**src/rtl/svpwm_pkg.sv**
```systemverilog
package svpwm_pkg;
  localparam int unsigned NUM_PHASES  = 3;
  localparam int unsigned NUM_SECTORS = 6;

  typedef logic [2:0] sector_t;

  // Bridge switching state: bit0 phase a, bit1 phase b, bit2 phase c upper on.
  function automatic logic [2:0] state_bits(input logic [2:0] idx);
    logic [2:0] bits;
    case (idx)
      3'd1:    bits = 3'b001;
      3'd2:    bits = 3'b011;
      3'd3:    bits = 3'b010;
      3'd4:    bits = 3'b110;
      3'd5:    bits = 3'b100;
      3'd6:    bits = 3'b101;
      default: bits = 3'b000;
    endcase
    return bits;
  endfunction

  function automatic logic [2:0] lead_state(input sector_t s);
    return s + 3'd1;
  endfunction

  function automatic logic [2:0] trail_state(input sector_t s);
    return (s == 3'd5) ? 3'd1 : s + 3'd2;
  endfunction

  // Even sectors free-wheel on the all-upper state.
  function automatic logic upper_zero(input sector_t s);
    return ~s[0];
  endfunction

  function automatic logic sector_legal(input sector_t s);
    return s < sector_t'(NUM_SECTORS);
  endfunction
endpackage

```
**src/rtl/svpwm_carrier.sv**
```systemverilog
module svpwm_carrier #(
  parameter int unsigned PERIOD_CYC = 10000,
  parameter int unsigned CNT_W      = $clog2(PERIOD_CYC + 1)
) (
  input  logic             clk,
  input  logic             rst,
  input  logic             sync,
  input  logic             lag_half,
  output logic [CNT_W-1:0] cnt,
  output logic             load
);
  localparam logic [CNT_W-1:0] LAST = CNT_W'(PERIOD_CYC - 1);
  localparam logic [CNT_W-1:0] HALF = CNT_W'(PERIOD_CYC / 2);

  // Next count is zero: the capture point of the command.
  assign load = sync ? ~lag_half : (cnt == LAST);

  always_ff @(posedge clk) begin
    if (rst)              cnt <= '0;
    else if (sync)        cnt <= lag_half ? HALF : '0;
    else if (cnt == LAST) cnt <= '0;
    else                  cnt <= cnt + 1'b1;
  end

  p_range_r2: assert property (@(posedge clk) disable iff (rst) cnt <= LAST);

  p_advance_r2: assert property (@(posedge clk) disable iff (rst)
    (!$past(rst) && !$past(sync) && $past(cnt) != LAST) |-> cnt == $past(cnt) + 1'b1);

  p_reload_r2: assert property (@(posedge clk) disable iff (rst)
    (!$past(rst) && $past(sync)) |-> cnt == ($past(lag_half) ? HALF : '0));
endmodule

```
**src/rtl/svpwm_cmd_latch.sv**
```systemverilog
module svpwm_cmd_latch
  import svpwm_pkg::*;
#(
  parameter int unsigned PERIOD_CYC = 10000,
  parameter int unsigned CNT_W      = $clog2(PERIOD_CYC + 1)
) (
  input  logic             clk,
  input  logic             rst,
  input  logic             load,
  input  sector_t          sector_in,
  input  logic [CNT_W-1:0] dwell_a,
  input  logic [CNT_W-1:0] dwell_b,
  output sector_t          sec_q,
  output logic [CNT_W-1:0] ta_q,
  output logic [CNT_W-1:0] tb_q,
  output logic [CNT_W-1:0] t0_q
);
  localparam logic [CNT_W-1:0] PMAX = CNT_W'(PERIOD_CYC);

  logic [CNT_W-1:0] ta_lim, tb_room, tb_lim;

  always_comb begin
    ta_lim  = (dwell_a > PMAX) ? PMAX : dwell_a;
    tb_room = PMAX - ta_lim;
    tb_lim  = (dwell_b > tb_room) ? tb_room : dwell_b;
  end

  always_ff @(posedge clk) begin
    if (rst) begin
      sec_q <= '0;
      ta_q  <= '0;
      tb_q  <= '0;
      t0_q  <= PMAX;
    end else if (load && sector_legal(sector_in)) begin
      sec_q <= sector_in;
      ta_q  <= ta_lim;
      tb_q  <= tb_lim;
      t0_q  <= tb_room - tb_lim;
    end
  end

  p_hold_r3: assert property (@(posedge clk) disable iff (rst)
    (!$past(rst) && !$past(load)) |-> $stable({sec_q, ta_q, tb_q, t0_q}));

  p_sector_legal_r7: assert property (@(posedge clk) disable iff (rst)
    sec_q < sector_t'(NUM_SECTORS));

  p_budget_r6: assert property (@(posedge clk) disable iff (rst)
    ({1'b0, ta_q} + {1'b0, tb_q} + {1'b0, t0_q}) == {1'b0, PMAX});
endmodule

```
**src/rtl/svpwm_duty_map.sv**
```systemverilog
module svpwm_duty_map
  import svpwm_pkg::*;
#(
  parameter int unsigned CNT_W = 14
) (
  input  sector_t                          sec,
  input  logic [CNT_W-1:0]                 ta,
  input  logic [CNT_W-1:0]                 tb,
  input  logic [CNT_W-1:0]                 t0,
  output logic [NUM_PHASES-1:0][CNT_W-1:0] duty
);
  logic [2:0] bits_a, bits_b;
  logic       zero_up;

  assign bits_a  = state_bits(lead_state(sec));
  assign bits_b  = state_bits(trail_state(sec));
  assign zero_up = upper_zero(sec);

  for (genvar p = 0; p < NUM_PHASES; p++) begin : g_phase
    assign duty[p] = (bits_a[p] ? ta : '0)
                   + (bits_b[p] ? tb : '0)
                   + (zero_up   ? t0 : '0);
  end
endmodule

```
**src/rtl/svpwm_deadband.sv**
```systemverilog
module svpwm_deadband #(
  parameter int unsigned DEAD_CYC = 100
) (
  input  logic clk,
  input  logic rst,
  input  logic demand,
  output logic hi,
  output logic lo
);
  localparam int unsigned DW = (DEAD_CYC > 1) ? $clog2(DEAD_CYC) : 1;
  localparam logic [DW-1:0] RELOAD = DW'(DEAD_CYC - 1);

  logic          dem_q;
  logic [DW-1:0] wait_q;

  always_ff @(posedge clk) begin
    if (rst) begin
      dem_q  <= 1'b0;
      wait_q <= '0;
      hi     <= 1'b0;
      lo     <= 1'b0;
    end else if (demand != dem_q) begin
      dem_q  <= demand;
      wait_q <= RELOAD;
      hi     <= 1'b0;
      lo     <= 1'b0;
    end else if (wait_q != '0) begin
      wait_q <= wait_q - 1'b1;
      hi     <= 1'b0;
      lo     <= 1'b0;
    end else begin
      hi     <= dem_q;
      lo     <= ~dem_q;
    end
  end

  p_no_overlap_r9: assert property (@(posedge clk) disable iff (rst) !(hi && lo));

  p_hi_after_gap_r9: assert property (@(posedge clk) disable iff (rst)
    (hi && !$past(hi)) |-> !$past(lo));

  p_lo_after_gap_r9: assert property (@(posedge clk) disable iff (rst)
    (lo && !$past(lo)) |-> !$past(hi));
endmodule

```
**src/rtl/svpwm_interleaved_gen.sv**
```systemverilog
module svpwm_interleaved_gen
  import svpwm_pkg::*;
#(
  parameter int unsigned PERIOD_CYC = 10000,
  parameter int unsigned DEAD_CYC   = 100,
  parameter int unsigned CNT_W      = $clog2(PERIOD_CYC + 1)
) (
  input  logic             clk,
  input  logic             rst,
  input  logic             sync,
  input  logic             lag_half,
  input  logic [2:0]       sector_in,
  input  logic [CNT_W-1:0] dwell_a,
  input  logic [CNT_W-1:0] dwell_b,
  output logic [2:0]       gate_top,
  output logic [2:0]       gate_bot
);
  localparam logic [CNT_W-1:0] PMAX = CNT_W'(PERIOD_CYC);

  logic [CNT_W-1:0]                 cnt;
  logic                             load;
  sector_t                          sec_q;
  logic [CNT_W-1:0]                 ta_q, tb_q, t0_q;
  logic [NUM_PHASES-1:0][CNT_W-1:0] duty;
  logic [NUM_PHASES-1:0]            demand;

  svpwm_carrier #(.PERIOD_CYC(PERIOD_CYC), .CNT_W(CNT_W)) u_carrier (
    .clk(clk), .rst(rst), .sync(sync), .lag_half(lag_half),
    .cnt(cnt), .load(load)
  );

  svpwm_cmd_latch #(.PERIOD_CYC(PERIOD_CYC), .CNT_W(CNT_W)) u_latch (
    .clk(clk), .rst(rst), .load(load), .sector_in(sector_in),
    .dwell_a(dwell_a), .dwell_b(dwell_b),
    .sec_q(sec_q), .ta_q(ta_q), .tb_q(tb_q), .t0_q(t0_q)
  );

  svpwm_duty_map #(.CNT_W(CNT_W)) u_map (
    .sec(sec_q), .ta(ta_q), .tb(tb_q), .t0(t0_q), .duty(duty)
  );

  for (genvar p = 0; p < NUM_PHASES; p++) begin : g_leg
    assign demand[p] = cnt < duty[p];

    svpwm_deadband #(.DEAD_CYC(DEAD_CYC)) u_db (
      .clk(clk), .rst(rst), .demand(demand[p]),
      .hi(gate_top[p]), .lo(gate_bot[p])
    );
  end

  p_clamp_up_r5: assert property (@(posedge clk) disable iff (rst)
    !sec_q[0] |-> (duty[0] == PMAX || duty[1] == PMAX || duty[2] == PMAX));

  p_clamp_dn_r5: assert property (@(posedge clk) disable iff (rst)
    sec_q[0] |-> (duty[0] == '0 || duty[1] == '0 || duty[2] == '0));

  p_duty_bound_r4: assert property (@(posedge clk) disable iff (rst)
    duty[0] <= PMAX && duty[1] <= PMAX && duty[2] <= PMAX);
endmodule

```
**config.mk**
```make
export PLATFORM = sky130hd
export DESIGN_NAME = svpwm_interleaved_gen
export DESIGN_NICKNAME = d
export VERILOG_FILES = /design/src/rtl/svpwm_pkg.sv /design/src/rtl/svpwm_carrier.sv /design/src/rtl/svpwm_cmd_latch.sv /design/src/rtl/svpwm_duty_map.sv /design/src/rtl/svpwm_deadband.sv /design/src/rtl/svpwm_interleaved_gen.sv
export SDC_FILE = /design/constraint.sdc
export NUM_CORES = 1
export LEC_CHECK = 0
export BUFFER_PORTS_ARGS = -buffer_cell sky130_fd_sc_hd__buf_2
export CORE_MARGIN = 5
export CORE_UTILIZATION = 55
export DETAILED_ROUTE_END_ITERATION = 8
export GPL_TIMING_DRIVEN = 1
export PLACE_DENSITY = 0.74
export SYNTH_ARGS = -nofsm -noshare
export SYNTH_HDL_FRONTEND = slang
export SYNTH_SLANG_ARGS = --single-unit
export TNS_END_PERCENT = 20
```
**constraint.sdc**
```tcl
create_clock -name clk -period 9.24 [get_ports clk]
set_clock_uncertainty 0.15 [all_clocks]
set_input_delay 0 -clock clk [delete_from_list [all_inputs] [get_ports clk]]
set_output_delay 0 -clock clk [all_outputs]
set_load 0.02 [all_outputs]
```
==> impl_results.md, run 1 <==
- Outcome: completed
- Maxcap violations: 0
- Ys async rst share: 0%
- Cells resized by post-CTS repair: 0
- Worst Max-Slew Pin Slew: 1.17 ns
- Largest net degree at the start of global routing: 72
- Finished Layout Cells: 1438
- CP startpoint: dwell_a[13]
- ANT cells: 0
- Kind of critical path: in2reg
- Final worst slack: 1.72 ns
- Clock share of power: 25.0%
- WL final: 22700 µm
- First-pass GRT wire length: 38900 µm
- CP endpoint kind: flip-flop
- Fin crit share: 81.4%
- DRC: 0
- DP Wirelength: 17800 µm
- Pre-CTS setup slack: 1.97 ns
- Clock transition at the registers of the reported paths: 0.08 ns
- Routability congestion estimate: 0.960
- TritonCTS clock tree: yes
- R2R depth: 25
- Die height: 140 µm
- CORE AREA: 16600 µm²
- Yosys top cell by area: dfxtp_1
- Reg2reg setup slack: 2.64 ns
- Slew headroom: 22.0%
- Fin area: 10200 µm²
- Final worst path period need: 7.52 ns
- Start of the worst register-to-register path: u_latch.sec_q[0]
- Area grow syn2layout: 9.77%
- LEAKAGE: 4.72 nW
- Maximum vdd ir drop: 0.0993 mV
- Buffers on Ports: 40
- Die ar.: 19600 µm²
- Highest Clock Rate: 0.133 GHz
- DRT iter0 DRCs: 551
- Hold crit path type: in2reg
- Seq pwr share: 29.9%
- Switch share: 40.3%
- Netlist cell types: 85
- Sum of negative setup slack: 0 ns
- HP Start: dwell_a[0]
- Vias: 8187
- Final hold vios: 0
- Router iterations before antenna repair: 5
- Total CTS buffers: 9
- Final net count: 1387
- Worst hold path depth: 4
- Yosys top cell area share: 19.2%
- Skew-Pair Late Insertion Delay: 0.36 ns
- Drt via density: 5.69
- Switching pwr: 0.614 mW
- CTS Sinks: 89
- Synthesized area per cell: 7.89 µm²
- Inst Count DP: 1392
- Fillers: 1500
- H-Tree Depth: 3
- Post-DRT Antenna Nets: 0
- Number of synthesized flops with an enable pin: 0
- WP buf/inv: 2
- Worst-path maximum fanout: 15
- Yosys Warn Count: 0
- GRT overflow: 0
- Worst Path Required: 9.34 ns
- Top post-synthesis cells by area: dfxtp_1 19%, ha_1 13%, fa_1 9.3%, nand2_1 5.4%, a21oi_1 4.9%
- Total track usage: 23.7%
- DP Area: 9600 µm²
- CP Launch Type: input port
- Pwr dens: 149 nW/µm²
- Post-synthesis sequential area ratio: 19.2%
- Cell Int Power: 0.909 mW
- Logic gate share of total power: 45.0%
- Initial antenna violation count: 0
- CP max-delay cell: dlygate4sd3_1
- Post-DR wirelength/cell: 15.8 µm
- CP top delay family: compound AO/OA/AOI/OAI gates
- Crit path to: u_latch.t0_q[11]
- Synth Flop Type: dfxtp_1
- Worst r2r dst: g_leg[1].u_db.wait_q[6]
- Starting Density: 56.1%
- Synthesized area: 9300 µm²
- Syn_nets: 1352
- Max incr delay on CP: 0.52 ns
- Layout cells sized above 1: 8.05%
- Root buffer cell: clkbuf_16
- Final Setup Violations: 0
- Cell mode on critical path: a21oi_1
- Worst path depth: 29
- Seq cells post-synth: 89
- Vias in the first global route: 8000
- Slew Viols, Final: 0
- Rows: 47
- Syn Inst Count: 1178
- Die width: 140 µm
- I/O pin cnt: 41
- RSZ-0062 raised after global routing: no
- Crit path arrival time: 7.62 ns
- Clock Tree Buf Depth: 2
-- through the flow --
| step | power (mW) | util, % | hold WS [ns] |
|---|---|---|---|
| after CTS | 1.53 | 61.6 | 0.0320 |
| after global routing | 1.65 | 61.6 | 0.0774 |
| after detailed placement | 1.13 | 57.9 | 0.118 |
| final | 1.52 | 61.6 | 0.0366 |
| after global placement | 1.12 | 57.9 | 0.105 |
| after floorplan | 0.985 | - | -0.0140 |
-- routing by layer --
metal	vias up	share of wire [%]	track usage, %
met5	-	0	0
met4	0	1.6	5.66
met3	28	5.5	3.78
met2	240	46	38.7
met1	3790	47	33.1
li1	4129	-	-
-- how the worst min path moves through the flow --
stage / end
after floorplan: u_latch.sec_q[2]
after global placement: u_latch.sec_q[0]
after global routing: u_latch.ta_q[0]
after detailed placement: u_latch.sec_q[0]
final: u_latch.t0_q[0]
after CTS: u_latch.t0_q[0]
-- final cells by class --
class	instances	area (µm²)	area share, %
inverter	104	390	3.82
clock inverter	7	81.3	0.797
tap	220	275	2.70
timing repair buffer	78	561	5.49
sequential	89	1780	17.5
multi-input combinational	931	6890	67.5
clock buffer	9	225	2.21
-- worst min-delay path, delay by kind of cell --
| family | cells | cell delay, ns |
|---|---|---|
| buf+inv | 1 | 0.15 |
| fa+ha+maj | 1 | 0.16 |
| compound gates | 1 | 0.05 |
| simple gates | 1 | 0.14 |
-- power by group through the flow --
stage	Sequential [mW]	Combinational, mW	Clock, mW
2_1_floorplan	0.453	0.533	0
5_1_grt	0.462	0.782	0.402
6_report	0.456	0.686	0.381
4_1_cts	0.455	0.687	0.387
3_3_place_gp	0.463	0.656	0
3_5_place_dp	0.464	0.671	0
-- cell usage after synthesis (all sizes together) (33+ instances only) --
cell type    n
a21oi       94
xor2        35
dfxtp       89
nor3        39
and2        33
clkbuf      37
nand2      134
o21ai       42
inv        104
fa          43
ha          96
nor2        89
xnor2       51
-- cell usage in the layout (no fill, tap or decap), drive strengths merged, types with 9 or more instances in the layout --
cell / synthesis / final
nor2b: 12 / 12
nor4: 12 / 12
or3: 9 / 9
xnor2: 51 / 51
clkbuf: 37 / 9
o21bai: 13 / 13
ha: 96 / 96
nand4: 10 / 10
and2: 33 / 33
a211oi: 15 / 15
fa: 43 / 43
dlygate4sd3: 0 / 30
dfxtp: 89 / 89
maj3: 10 / 10
buf: 17 / 48
a21oi: 94 / 94
a31oi: 9 / 9
and3: 10 / 10
nand3: 22 / 22
o21a: 12 / 12
xor2: 35 / 35
nand2b: 23 / 23
nor2: 89 / 89
nor3: 39 / 39
inv: 104 / 108
nand2: 134 / 134
o21ai: 42 / 42
a21o: 28 / 28
-- registers in the layout, indices dropped and copies added (netlist names) --
| signal | count |
|---|---|
| u_latch.tb_q | 14 |
| u_latch.ta_q | 14 |
| u_carrier.cnt | 14 |
| g_leg.u_db.hi | 3 |
| u_latch.t0_q | 14 |
| g_leg.u_db.lo | 3 |
| g_leg.u_db.wait_q | 21 |
| u_latch.sec_q | 3 |
| g_leg.u_db.dem_q | 3 |
-- what timing repair did --
action                                  CTS  global route
buffers inserted                          0             0
hold buffers                             30             0
endpoints found under the setup margin    0             0
hold endpoints to repair                 33             0
-- logic make-up after synthesis --
logic type	synth area share (%)
muxes	0.700
adders and majority gates	23.3
and+or+nand+nor	22.3
AOI/OAI and AO/OA	19.5
buffers and inverters	6.90
xor gates and xnor gates	8.10
DFF	19.2
No activity file was read; power rests on OpenSTA's default activity.
==> run 2: changes to the inputs <==
--- a/config.mk
+++ b/config.mk
@@ -10,7 +10,7 @@
 export CORE_UTILIZATION = 55
 export DETAILED_ROUTE_END_ITERATION = 8
 export GPL_TIMING_DRIVEN = 1
-export PLACE_DENSITY = 0.74
+export PLACE_DENSITY = 0.77
 export SYNTH_ARGS = -nofsm -noshare
 export SYNTH_HDL_FRONTEND = slang
 export SYNTH_SLANG_ARGS = --single-unit
==> constraint.sdc (replaced) <==
create_clock -name clk -period 6.9 [get_ports clk]
set_clock_uncertainty 0.15 [all_clocks]
set_input_delay 0 -clock clk [delete_from_list [all_inputs] [get_ports clk]]
set_output_delay 0 -clock clk [all_outputs]
set_load 0.02 [all_outputs]
==> run 2 against run 1 <==
Design area increased by 1.5%. Sequential cell count unchanged. Combinational power increased by 38%. Wire length increased by 0.52%. Largest cell class unchanged. Critical endpoint is now u_latch.t0_q[13].
==> impl_results.md, run 2 (synthesis results as in run 1) <==
- Outcome: completed
- Slew Viols, Final: 0
- Most frequent cells in the layout: 132 x nand2_1, 103 x inv_1, 95 x ha_1
- Finished Layout Cells: 1449
- Maximum vdd ir drop: 0.129 mV
- GRT overflow: 0
- Router iterations before antenna repair: 5
- CP max-delay cell: dlygate4sd3_1
- Total CTS buffers: 9
- Clock Tree Buf Depth: 2
- HP Start: dwell_a[0]
- Reg2reg setup slack: 0.72 ns
- Start of the worst register-to-register path: u_latch.sec_q[1]
- Kind of critical path: in2reg
- Post-DR wirelength/cell: 15.8 µm
- Highest Clock Rate: 0.154 GHz
- Layout cells sized above 1: 9.52%
- Clock share of power: 24.4%
- Routability congestion estimate: 0.950
- Total track usage: 23.9%
- LEAKAGE: 4.78 nW
- Die height: 140 µm
- Total chip power: 2.06 mW
- CORE AREA: 16600 µm²
- Cell mode on critical path: maj3_2
- Clock transition at the registers of the reported paths: 0.07 ns
- Hold crit path type: in2reg
- Worst-path maximum fanout: 8
- Sum of negative setup slack: 0 ns
- I/O pin cnt: 41
- WL final: 22900 µm
- Number of flip-flops under the largest register name: 21
- Crit path arrival time: 6.60 ns
- CP endpoint kind: flip-flop
- Slew headroom: 36.7%
- ANT cells: 0
- Seq pwr share: 29.6%
- DRC: 0
- Largest net degree at the start of global routing: 72
- Initial antenna violation count: 0
- Vias: 8339
- Switch share: 40.2%
- Final hold vios: 0
- TritonCTS clock tree: yes
- DRT iter0 DRCs: 578
- Inst Count DP: 1402
- CP Launch Type: input port
- Max incr delay on CP: 0.54 ns
- Die width: 140 µm
- Drt via density: 5.76
- Area grow syn2layout: 11.4%
- Maxcap violations: 0
- Starting Density: 56.1%
- Biggest register: g_leg.u_db.wait_q
- Die ar.: 19600 µm²
- Switching pwr: 0.826 mW
- Root buffer cell: clkbuf_16
- First-pass GRT wire length: 39500 µm
- Worst Path Required: 7.00 ns
- Worst Max-Slew Pin Slew: 0.949 ns
- CTS Sinks: 89
- Rows: 47
- Fillers: 1462
- Fin crit share: 94.2%
- Vias in the first global route: 8280
- Skew-Pair Late Insertion Delay: 0.36 ns
- Final Setup Violations: 0
- Final worst path period need: 6.50 ns
- Logic gate share of total power: 46.0%
- Cell Int Power: 1.23 mW
- H-Tree Depth: 3
- Pwr dens: 199 nW/µm²
- Post-DRT Antenna Nets: 0
- CP startpoint: dwell_a[3]
- DP Wirelength: 17900 µm
- Final net count: 1398
- Commonest non-fill, non-tap cell in the layout: nand2_1
- Buffers on Ports: 40
run 2: final cells by class:
type	instances	area, µm²	share of cell area (%)
clock inverters	7	86.3	0.833
inverters	104	390	3.77
repair buffers	89	649	6.27
flip-flops and latches	89	1780	17.2
multi-input cells	931	6950	67.1
well taps	220	275	2.66
clock buffers	9	225	2.17
run 2: power groups by stage:
stage	Sequential [mW]	Clock, mW	Combinational [mW]
global placement	0.617	0	0.890
CTS	0.608	0.508	0.933
global route	0.616	0.533	1.07
floorplan	0.606	0	0.717
finish	0.609	0.502	0.946
detailed placement	0.619	0	0.913
run 2: worst paths after layout:
path	endpoint	cells after the start
max reg2reg	g_leg[1].u_db.wait_q[4]	27
max	u_latch.t0_q[13]	29
min reg2reg	g_leg[0].u_db.wait_q[6]	2
min	u_latch.t0_q[0]	4
run 2: critical path: cells and delay by family:
| kind | cells | cell delay, ns |
|---|---|---|
| adder cells (fa/ha/maj) | 8 | 2.23 |
| buffers and inverters | 2 | 0.75 |
| AO/OA/AOI/OAI | 11 | 2.08 |
| AND/OR/NAND/NOR | 8 | 1.54 |
run 2: timing repair:
action                                 4_1_cts  5_1_grt
setup buffers                                0        2
gates resized for setup                      0       10
endpoints found under the hold margin       31        0
hold buffers                                29        0
setup endpoints to repair                    0        3
run 2: per-layer routing:
metal / GRT usage, % / vias up / wire length (µm)
li1: - / 4151 / -
met3: 3.72 / 39 / 1090
met1: 32.2 / 3930 / 10600
met2: 39.8 / 219 / 10600
met4: 6.68 / 0 / 501
met5: 0 / - / 0
run 2: through the flow:
| stage | cell area, µm² | util, % | worst slack [ns] | hold WS (ns) |
|---|---|---|---|---|
| global route | 10400 | 62.5 | -0.000548 | 0.0417 |
| CTS | 10300 | 62.1 | 0.0692 | 0.00775 |
| finish | 10400 | 62.5 | 0.399 | 0.0118 |
| global placement | 9700 | 58.5 | 0.361 | 0.108 |
| detailed placement | 9700 | 58.5 | 0.238 | 0.124 |
| floorplan | 9320 | - | 0.0152 | -0.0140 |
==> run 3: changes to the inputs <==
--- a/config.mk
+++ b/config.mk
@@ -11,6 +11,7 @@
 export DETAILED_ROUTE_END_ITERATION = 8
 export GPL_TIMING_DRIVEN = 1
 export PLACE_DENSITY = 0.77
+export RECOVER_POWER = 25
 export SYNTH_ARGS = -nofsm -noshare
 export SYNTH_HDL_FRONTEND = slang
 export SYNTH_SLANG_ARGS = --single-unit
==> run 3 against run 2 <==
The flow now finishes with violations (capacitance limit, slew limit). Design area is 0.11% lower. Clock power about the same. Power is essentially flat. First-iteration DRC count is 0.52% higher. Die area unchanged. Global-route usage unchanged. Worst setup slack worse by 0.0012 ns. Sequential cell count stayed put. Via count hardly changed. Sequential power barely moved. Wire length is 0.15% higher. Combinational power about the same. Highest routed layer unchanged.
==> impl_results.md, run 3 (synthesis results as in run 1) <==
- DRC: 0
- Layout cells sized above 1: 8.95%
- Root buffer cell: clkbuf_16
- CORE AREA: 16600 µm²
- Finished Layout Cells: 1449
- Vias: 8344
- Initial antenna violation count: 0
- Seq pwr share: 29.6%
- CP Launch Type: input port
- Total track usage: 23.9%
- Final Setup Violations: 0
- Number of flip-flops under the largest register name: 21
- Pwr dens: 199 nW/µm²
- Hold crit path type: in2reg
- Final worst slack: 0.398 ns
- Biggest register: g_leg.u_db.wait_q
- CTS Sinks: 89
- Final hold vios: 0
- Largest net degree at the start of global routing: 72
- Cell Int Power: 1.23 mW
- WL final: 22900 µm
- Fin area: 10300 µm²
- Clock transition at the registers of the reported paths: 0.07 ns
- LEAKAGE: 4.75 nW
- GRT overflow: 0
- Crit path arrival time: 6.60 ns
- Starting Density: 56.1%
- Kind of critical path: in2reg
- DP Wirelength: 17900 µm
- Die height: 140 µm
- Routability congestion estimate: 0.950
- Pre-CTS setup slack: 0.238 ns
- Worst Max-Slew Pin Slew: 1.98 ns
- I/O pin cnt: 41
- Die ar.: 19600 µm²
- Vias in the first global route: 8280
- Router iterations before antenna repair: 5
- ANT cells: 0
- H-Tree Depth: 3
- CP max-delay cell: dlygate4sd3_1
- Commonest non-fill, non-tap cell in the layout: nand2_1
- Clock Tree Buf Depth: 2
- Skew-Pair Late Insertion Delay: 0.36 ns
- Highest Clock Rate: 0.154 GHz
- Fin crit share: 94.2%
- Most frequent cells in the layout: 132 x nand2_1, 103 x inv_1, 95 x ha_1
- Maximum vdd ir drop: 0.129 mV
- Total CTS buffers: 9
- Outcome: finished, violations left
- First-pass GRT wire length: 39500 µm
- Die width: 140 µm
- Final net count: 1398
- Worst-path maximum fanout: 8
- Buffers on Ports: 40
- Logic gate share of total power: 45.9%
- Worst Path Required: 7.00 ns
- Max incr delay on CP: 0.54 ns
- Slew headroom: -32.2%
- Failing checks: capacitance limit, slew limit
- Switch share: 40.2%
- DP Area: 9700 µm²
- Drt via density: 5.76
- Clock share of power: 24.4%
- DRT iter0 DRCs: 581
- Rows: 47
- Area grow syn2layout: 11.3%
- CP endpoint kind: flip-flop
- Switching pwr: 0.827 mW
- Inst Count DP: 1402
- TritonCTS clock tree: yes
- Post-DRT Antenna Nets: 0
- Cell mode on critical path: maj3_2
- Slew Viols, Final: 47
- Post-DR wirelength/cell: 15.8 µm
- Maxcap violations: 1
- Final worst path period need: 6.50 ns
## run 3: power by group through the flow
stage	clock, mW	sequential (mW)	combinational (mW)
6_report	0.503	0.609	0.946
5_1_grt	0.533	0.616	1.07
4_1_cts	0.508	0.608	0.933
3_5_place_dp	0	0.619	0.913
3_3_place_gp	0	0.617	0.890
2_1_floorplan	0	0.606	0.717
## run 3: final timing paths
path / startpoint / end / slack (ns) / depth (start not counted)
worst min-delay path: dwell_a[0] / u_latch.t0_q[0] / 0.009 / 4
worst max register to register: u_latch.sec_q[1] / g_leg[1].u_db.wait_q[4] / 0.71 / 27
worst min register to register: g_leg[0].u_db.wait_q[6] / g_leg[0].u_db.wait_q[6] / 0.30 / 2
worst max-delay path: dwell_a[3] / u_latch.t0_q[13] / 0.40 / 29
## run 3: per-stage QoR
stage               power, mW  util, %  hold slack, ns    TNS, ns
finish                   2.06     62.4         0.00924          0
global route             2.22     62.4          0.0417  -0.000548
CTS                      2.05     62.1         0.00775          0
detailed placement       1.53     58.5           0.124          0
global placement         1.51     58.5           0.108          0
floorplan                1.32        -         -0.0140          0
## run 3: per-layer routing
metal	part of all wire (%)	global-route usage, %	up-vias	routed length, µm
li1	-	-	4155	-
met5	0	0	-	0
met2	46	39.8	223	10600
met4	2.1	6.68	0	491
met1	47	32.2	3929	10700
met3	4.7	3.72	37	1080
## run 3: cell type report
| class | instances | area, µm² |
|---|---|---|
| Multi-Input combinational cell | 931 | 6950 |
| Fill cell | 1464 | 6230 |
| Sequential cell | 89 | 1780 |
| Timing Repair Buffer | 89 | 638 |
| Inverter | 104 | 390 |
| Tap cell | 220 | 275 |
| Clock buffer | 9 | 225 |
| Clock inverter | 7 | 86.3 |
## run 3: timing repair
item	in CTS	in global routing
setup endpoints to repair	0	3
hold buffers	29	0
setup buffers	0	2
endpoints found under the hold margin	31	0
gates resized for setup	0	10
## run 3: critical path: cells and delay by family
kind                       cells  cell delay, ns
buffers and inverters          2            0.75
adders and majority gates      8            2.22
AOI/OAI and AO/OA             11            2.08
and+or+nand+nor                8            1.53
